## src/rtl/mainrail_pkg.sv

```systemverilog
package mainrail_pkg;

    typedef enum logic [2:0] {
        ST_IDLE,
        ST_ARM,
        ST_RUN,
        ST_DRAIN,
        ST_REST
    } seq_state_t;

    function automatic int max3(input int a, input int b, input int c);
        int m;
        m = (a > b) ? a : b;
        return (m > c) ? m : c;
    endfunction

endpackage

```

## src/rtl/mr_pin_filter.sv

```systemverilog
module mr_pin_filter #(
    parameter int SYNC_STAGES = 2,
    parameter int DEB_TICKS   = 2
) (
    input  logic clk,
    input  logic rst_n,
    input  logic tick_1ms,
    input  logic pin_n,
    output logic level_n
);
    localparam int CW = $clog2(DEB_TICKS + 1);

    logic [SYNC_STAGES-1:0] sync_q;
    logic [CW-1:0]          cnt_q;
    logic                   synced;

    assign synced = sync_q[SYNC_STAGES-1];

    generate
        for (genvar i = 0; i < SYNC_STAGES; i++) begin : g_sync
            if (i == 0) begin : g_first
                always_ff @(posedge clk or negedge rst_n)
                    if (!rst_n) sync_q[0] <= 1'b1;
                    else        sync_q[0] <= pin_n;
            end else begin : g_rest
                always_ff @(posedge clk or negedge rst_n)
                    if (!rst_n) sync_q[i] <= 1'b1;
                    else        sync_q[i] <= sync_q[i-1];
            end
        end
    endgenerate

    always_ff @(posedge clk or negedge rst_n) begin
        if (!rst_n) begin
            level_n <= 1'b1;
            cnt_q   <= '0;
        end else if (synced == level_n) begin
            cnt_q <= '0;
        end else if (tick_1ms) begin
            if (cnt_q == CW'(DEB_TICKS - 1)) begin
                level_n <= synced;
                cnt_q   <= '0;
            end else begin
                cnt_q <= cnt_q + 1'b1;
            end
        end
    end

    // the filtered level can only move on a tick edge
    p_moves_on_tick_r4: assert property (@(posedge clk) disable iff (!rst_n)
        !tick_1ms |=> $stable(level_n));

endmodule

```

## src/rtl/mr_input_good.sv

```systemverilog
module mr_input_good #(
    parameter int START_TICKS = 1800,
    parameter int DIP_TICKS   = 50
) (
    input  logic clk,
    input  logic rst_n,
    input  logic tick_1ms,
    input  logic in_ok,
    output logic inok_n
);
    localparam int CW = $clog2(((START_TICKS > DIP_TICKS) ? START_TICKS : DIP_TICKS) + 1);

    logic [CW-1:0] cnt_q;
    logic [CW-1:0] last_q;
    logic          seen_q;

    assign last_q = seen_q ? CW'(DIP_TICKS - 1) : CW'(START_TICKS - 1);

    always_ff @(posedge clk or negedge rst_n) begin
        if (!rst_n) begin
            inok_n <= 1'b1;
            seen_q <= 1'b0;
            cnt_q  <= '0;
        end else if (!in_ok) begin
            inok_n <= 1'b1;
            cnt_q  <= '0;
        end else if (inok_n && tick_1ms) begin
            if (cnt_q == last_q) begin
                inok_n <= 1'b0;
                seen_q <= 1'b1;
                cnt_q  <= '0;
            end else begin
                cnt_q <= cnt_q + 1'b1;
            end
        end
    end

    // input-good drops on the edge after the input leaves range
    p_inok_drop_r2: assert property (@(posedge clk) disable iff (!rst_n)
        !in_ok |=> inok_n);

    // input-good can only assert on a tick while the input is in range
    p_inok_on_tick_r2: assert property (@(posedge clk) disable iff (!rst_n)
        $fell(inok_n) |-> $past(tick_1ms) && $past(in_ok));

endmodule

```

## src/rtl/mr_power_good.sv

```systemverilog
module mr_power_good #(
    parameter int PG_TICKS = 300
) (
    input  logic clk,
    input  logic rst_n,
    input  logic tick_1ms,
    input  logic main_en,
    input  logic main_ok,
    input  logic sb_ok,
    output logic pgood_n
);
    localparam int CW = $clog2(PG_TICKS + 1);

    logic [CW-1:0] cnt_q;
    logic          rails_up;

    assign rails_up = main_en && main_ok && sb_ok;

    always_ff @(posedge clk or negedge rst_n) begin
        if (!rst_n) begin
            pgood_n <= 1'b1;
            cnt_q   <= '0;
        end else if (!rails_up) begin
            pgood_n <= 1'b1;
            cnt_q   <= '0;
        end else if (pgood_n && tick_1ms) begin
            if (cnt_q == CW'(PG_TICKS - 1)) begin
                pgood_n <= 1'b0;
                cnt_q   <= '0;
            end else begin
                cnt_q <= cnt_q + 1'b1;
            end
        end
    end

    // any rail or enable loss releases power-good on the next edge
    p_pg_release_r10: assert property (@(posedge clk) disable iff (!rst_n)
        (!main_en || !main_ok || !sb_ok) |=> pgood_n);

endmodule

```

## src/rtl/mainrail_seq.sv

```systemverilog
module mainrail_seq #(
    parameter int ON_TICKS    = 200,
    parameter int OFF_TICKS   = 50,
    parameter int PG_TICKS    = 300,
    parameter int REST_TICKS  = 1100,
    parameter int START_TICKS = 1800,
    parameter int DIP_TICKS   = 50,
    parameter int DEB_TICKS   = 2
) (
    input  logic clk,
    input  logic rst_n,
    input  logic tick_1ms,
    input  logic en_req_n,
    input  logic kill_n,
    input  logic in_ok,
    input  logic main_ok,
    input  logic sb_ok,
    output logic main_en,
    output logic pgood_n,
    output logic inok_n
);
    import mainrail_pkg::*;

    localparam int TW = $clog2(max3(ON_TICKS, OFF_TICKS, REST_TICKS) + 1);

    logic       en_lvl_n, kill_lvl_n;
    logic       en_act, kill_act, in_good, go;
    seq_state_t state_q, state_nx;
    logic [TW-1:0] tmr_q, tmr_last;
    logic       tmr_done;

    mr_pin_filter #(.SYNC_STAGES(2), .DEB_TICKS(DEB_TICKS)) u_en_filt (
        .clk(clk), .rst_n(rst_n), .tick_1ms(tick_1ms),
        .pin_n(en_req_n), .level_n(en_lvl_n));

    mr_pin_filter #(.SYNC_STAGES(2), .DEB_TICKS(DEB_TICKS)) u_kill_filt (
        .clk(clk), .rst_n(rst_n), .tick_1ms(tick_1ms),
        .pin_n(kill_n), .level_n(kill_lvl_n));

    mr_input_good #(.START_TICKS(START_TICKS), .DIP_TICKS(DIP_TICKS)) u_inok (
        .clk(clk), .rst_n(rst_n), .tick_1ms(tick_1ms),
        .in_ok(in_ok), .inok_n(inok_n));

    mr_power_good #(.PG_TICKS(PG_TICKS)) u_pg (
        .clk(clk), .rst_n(rst_n), .tick_1ms(tick_1ms),
        .main_en(main_en), .main_ok(main_ok), .sb_ok(sb_ok),
        .pgood_n(pgood_n));

    assign en_act   = !en_lvl_n;
    assign kill_act = !kill_lvl_n;
    assign in_good  = !inok_n;
    assign go       = en_act && !kill_act && in_good;

    always_comb begin
        unique case (state_q)
            ST_ARM:   tmr_last = TW'(ON_TICKS - 1);
            ST_DRAIN: tmr_last = TW'(OFF_TICKS - 1);
            ST_REST:  tmr_last = TW'(REST_TICKS - 1);
            default:  tmr_last = '0;
        endcase
    end

    assign tmr_done = tick_1ms && (tmr_q == tmr_last);

    always_comb begin
        state_nx = state_q;
        unique case (state_q)
            ST_IDLE:  if (go) state_nx = ST_ARM;
            ST_ARM:   if (!go) state_nx = ST_IDLE;
                      else if (tmr_done) state_nx = ST_RUN;
            ST_RUN:   if (kill_act || !in_good) state_nx = ST_REST;
                      else if (!en_act) state_nx = ST_DRAIN;
            ST_DRAIN: if (kill_act || !in_good) state_nx = ST_REST;
                      else if (en_act) state_nx = ST_RUN;
                      else if (tmr_done) state_nx = ST_REST;
            ST_REST:  if (tmr_done) state_nx = ST_IDLE;
            default:  state_nx = ST_IDLE;
        endcase
    end

    always_ff @(posedge clk or negedge rst_n) begin
        if (!rst_n) begin
            state_q <= ST_IDLE;
            tmr_q   <= '0;
        end else begin
            state_q <= state_nx;
            if (state_nx != state_q) tmr_q <= '0;
            else if (tick_1ms)       tmr_q <= tmr_q + 1'b1;
        end
    end

    always_comb begin
        unique case (state_q)
            ST_RUN, ST_DRAIN: main_en = 1'b1;
            default:          main_en = 1'b0;
        endcase
    end

    // a filtered kill removes the main output on the next edge
    p_kill_drop_r7: assert property (@(posedge clk) disable iff (!rst_n)
        (kill_act && main_en) |=> !main_en);

    // losing input-good removes the main output on the next edge
    p_input_loss_r8: assert property (@(posedge clk) disable iff (!rst_n)
        (!in_good && main_en) |=> !main_en);

    // the rail rises only after a qualified request on a tick
    p_rise_qual_r5: assert property (@(posedge clk) disable iff (!rst_n)
        $rose(main_en) |-> $past(in_good) && !$past(kill_act) && $past(tick_1ms));

endmodule

```

## config.mk

```make
export PLATFORM = sky130hd
export DESIGN_NAME = mainrail_seq
export DESIGN_NICKNAME = d
export VERILOG_FILES = /design/src/rtl/mainrail_pkg.sv /design/src/rtl/mr_pin_filter.sv /design/src/rtl/mr_input_good.sv /design/src/rtl/mr_power_good.sv /design/src/rtl/mainrail_seq.sv
export SDC_FILE = /design/constraint.sdc
export NUM_CORES = 1
export LEC_CHECK = 0
export BUFFER_PORTS_ARGS = -buffer_cell sky130_fd_sc_hd__buf_2
export CAP_MARGIN = 20
export CELL_PAD_IN_SITES_DETAIL_PLACEMENT = 1
export CELL_PAD_IN_SITES_GLOBAL_PLACEMENT = 1
export CORE_MARGIN = 2
export CORE_UTILIZATION = 50
export CTS_CLUSTER_DIAMETER = 200
export DETAILED_ROUTE_END_ITERATION = 6
export GPL_TIMING_DRIVEN = 0
export PLACE_DENSITY_LB_ADDON = 0.1
export SLEW_MARGIN = 20
export SYNTH_ARGS = -nofsm -noshare
export SYNTH_HDL_FRONTEND = slang
export SYNTH_SLANG_ARGS = --single-unit
```

## constraint.sdc

```tcl
create_clock -name clk -period 3.1 [get_ports clk]
set_input_delay 0.155 -clock clk [delete_from_list [all_inputs] [get_ports clk]]
set_output_delay 0.155 -clock clk [all_outputs]
set_load 0.1 [all_outputs]
```

==> metrics.md <==
| Metric | Value |
|---|---|
| Hold/Removal Path Class | `in -> reg` |
| R2R setup slack | `0.83 ns` |
| Clock sinks | `47` |
| Area delta synth->final | `10.9%` |
| I/O pin total | `11` |
| Yosys Warn Count | `0` |
| Post-route DRC | `0` |
| H-Tree Depth | `2` |
| First-pass GRT wire length | `9.77 mm` |
| WL/cell | `16.6 µm` |
| Highest-count cells in the layout ignoring fill and taps | `39 x dfrtp_1, 30 x nor2_1, 30 x nand2_1` |
| DR iter-0 viols | `107` |
| Main synth FF type | `dfrtp_1` |
| DP HPWL | `3.97 mm` |
| Compound-Gate Fraction of Synth Area | `13.2%` |
| Hold Crit Start | `in_ok` |
| FP Rows | `25` |
| Post-CTS Setup Inserts | `0` |
| Final setup vio count | `0` |
| CP Launch Type | `flop` |
| CTS root buffer | `clkbuf_8` |
| Die Y | `75.2 µm` |
| Worst-Skew Late Latency | `0.30 ns` |
| Initial cell density of the core | `52.6%` |
| Post-Synth XOR/XNOR Area | `8.65%` |
| Reg2reg start | `state_q[1]` |
| Synth top area cells | `dfrtp_1 39%, dfstp_2 8.3%, xnor2_1 4.8%` |
| DR vias/cell | `5.78` |
| Synthesized flop and latch total | `47` |
| Final wirelength | `5.86 mm` |
| Die W | `75.2 µm` |
| PortBufs | `10` |
| Async set-reset flop share out of synthesis | `100%` |
| Critical path arrival | `2.43 ns` |
| Clk slew on worst S/H paths | `0.08 ns` |
| Peak Freq | `0.441 GHz` |
| CTS Buffer Depth | `2` |
| Cell count after synthesis | `266` |
| Min cycle time layout | `2.27 ns` |
| Global Route Usage Sum | `22.7%` |
| TritonCTS clock tree | `done` |
| Total negative setup slack | `0 ns` |
| Worst IR Drop VDD | `448 µV` |
| Cell variety after synth | `55` |
| Vias in the first global route | `2121` |
| GP Congestion | `0.827` |
| Cell area power density | `538 nW/µm²` |
| CTS Buf Count | `5` |
| Synth Area in Simple Gates | `24.9%` |
| Crit Path Category | `reg -> reg` |
| Number of synthesized flops with an enable pin | `0` |
| PostCTS Resize Cnt | `0` |
| Largest net degree at the start of global routing | `48` |
| Pleak | `1.18 nW` |
| Post-synth top area share | `38.5%` |
| Via count | `2047` |
| Final hold viol count | `0` |
| RSZ-0062 raised after global routing | `false` |
| Worst Tran Pin Value | `0.589 ns` |
| CP startpoint | `state_q[1]` |
| Full die area | `5650 µm²` |
| Grt total ovfl | `0` |
| Syn nets | `277` |
| Initial antenna violation count | `0` |
| Rel. slew slack | `60.7%` |
| Antenna viol nets, final | `0` |
| Most common cell after layout, fill and taps aside | `dfrtp_1` |
| Post-Synth Adder-Cell Area | `1.48%` |
| Required @ worst endpoint | `3.26 ns` |
| Hold_ws | `0.0739 ns` |
| CP max FO | `10` |
| Core box area | `4820 µm²` |
| Synth Cell Area | `2530 µm²` |
| Share of cells above drive strength 1 | `13.2%` |
| Max-Cap Viols | `0` |
| TritonRoute pass-1 iters | `4` |
| Clock Skew | `0.00920 ns` |
| Status | `finished, final reports clean` |
| Crit end category | `flop` |
| # diodes | `0` |
| Nets | `297` |
| Yosys top cell by area | `dfrtp_1` |
| Largest family of logic cells by synthesized area | `simple AND/OR/NAND/NOR gates` |
| Mean area per synthesized cell | `9.52 µm²` |
| Mux share of post-synthesis cell area | `1.68%` |
| Final worst-path cycle share | `73.1%` |
| Final-report max-slew violation count | `0` |
| Register area share after synthesis | `46.8%` |
synthesized netlist by cell type (3+ instances only):
cell / n
o21ai_0: 13
nand2_1: 30
nor2_1: 30
ha_1: 3
nor3_1: 7
nor4b_1: 3
nor3b_1: 6
a21boi_0: 3
nand4_1: 7
o21ai_1: 5
dfrtp_1: 39
and3_1: 4
dfstp_2: 8
inv_1: 6
xnor2_1: 14
or3_1: 3
a21oi_1: 14
xor2_1: 11
nand3_1: 12
cell families (layout without fill, tap and decap cells):
group           after synthesis  count (layout)
compound gates               53              53
xor+xnor                     25              25
fa+ha+maj                     3               3
buf+inv                      14              35
flops                        47              47
mux                           4               4
simple gates                120             120
final timing paths:
kind	cells past startpoint	end
hold reg to reg	0	u_en_filt.synced
setup reg to reg	7	tmr_q[0]
setup / recovery	7	tmr_q[0]
hold / removal	2	u_inok.inok_n
min in group asynchronous	2	u_pg.cnt_q[4]
max in group asynchronous	2	u_inok.inok_n
cell type report:
type / count / area (µm²)
flip-flops and latches: 47 / 1190
well taps: 67 / 83.8
clock buffers: 6 / 72.6
inverters: 6 / 22.5
fillers: 565 / 2010
repair buffers: 13 / 82.6
plain buffers: 8 / 60.1
multi-input cells: 205 / 1260
clock inverters: 2 / 37.5
state kept, by name (all words and copies together) (netlist names):
signal,flops
u_kill_filt.cnt_q,2
tmr_q,11
u_kill_filt.sync_q,1
u_pg.pgood_n,1
u_en_filt.cnt_q,2
u_pg.cnt_q,9
u_kill_filt.synced,1
u_kill_filt.level_n,1
u_en_filt.sync_q,1
u_en_filt.level_n,1
u_inok.seen_q,1
u_inok.inok_n,1
u_en_filt.synced,1
u_inok.cnt_q,11
state_q,3
worst max-delay path, cell delays in order (launching register included):
cell and delay, ns:
dfrtp_1 0.48, clkbuf_8 0.21, nor3b_1 0.36, nand3_1 0.13, a22o_2 0.30, o22ai_1 0.24, buf_2 0.29, a21oi_1 0.11
layer usage:
metal | up-vias | track usage [%] | part of all wire, %
met5 | - | 0 | 0
met4 | 0 | 6.43 | 1.4
met3 | 10 | 4.42 | 2.7
met2 | 36 | 38.9 | 49
met1 | 1019 | 29.3 | 47
li1 | 982 | - | -
metrics by stage:
step / utilization [%] / cell area, µm² / instances / total power [W] / setup slack, ns
floorplan: - / 2530 / 266 / 0.000976 / 1.05
global placement: 55.4 / 2670 / 343 / 0.00105 / 0.960
detailed placement: 55.4 / 2670 / 343 / 0.00107 / 0.923
CTS: 58.1 / 2800 / 353 / 0.00153 / 0.897
global route: 58.3 / 2810 / 354 / 0.00160 / 0.664
finish: 58.3 / 2810 / 354 / 0.00151 / 0.834
power breakdown:
part / internal (W) / switching, W
clock network: 0.000241 / 0.000208
logic: 0.000131 / 0.000125
registers: 0.000696 / 0.000110
total: 0.00107 / 0.000444
timing repair:
| action | 4_1_cts | 5_1_grt |
|---|---|---|
| hold endpoints to repair | 2 | 39 |
| hold buffers | 2 | 1 |
| endpoints found under the setup margin | 0 | 0 |
Note: power is estimated with default switching activity, not from simulation.
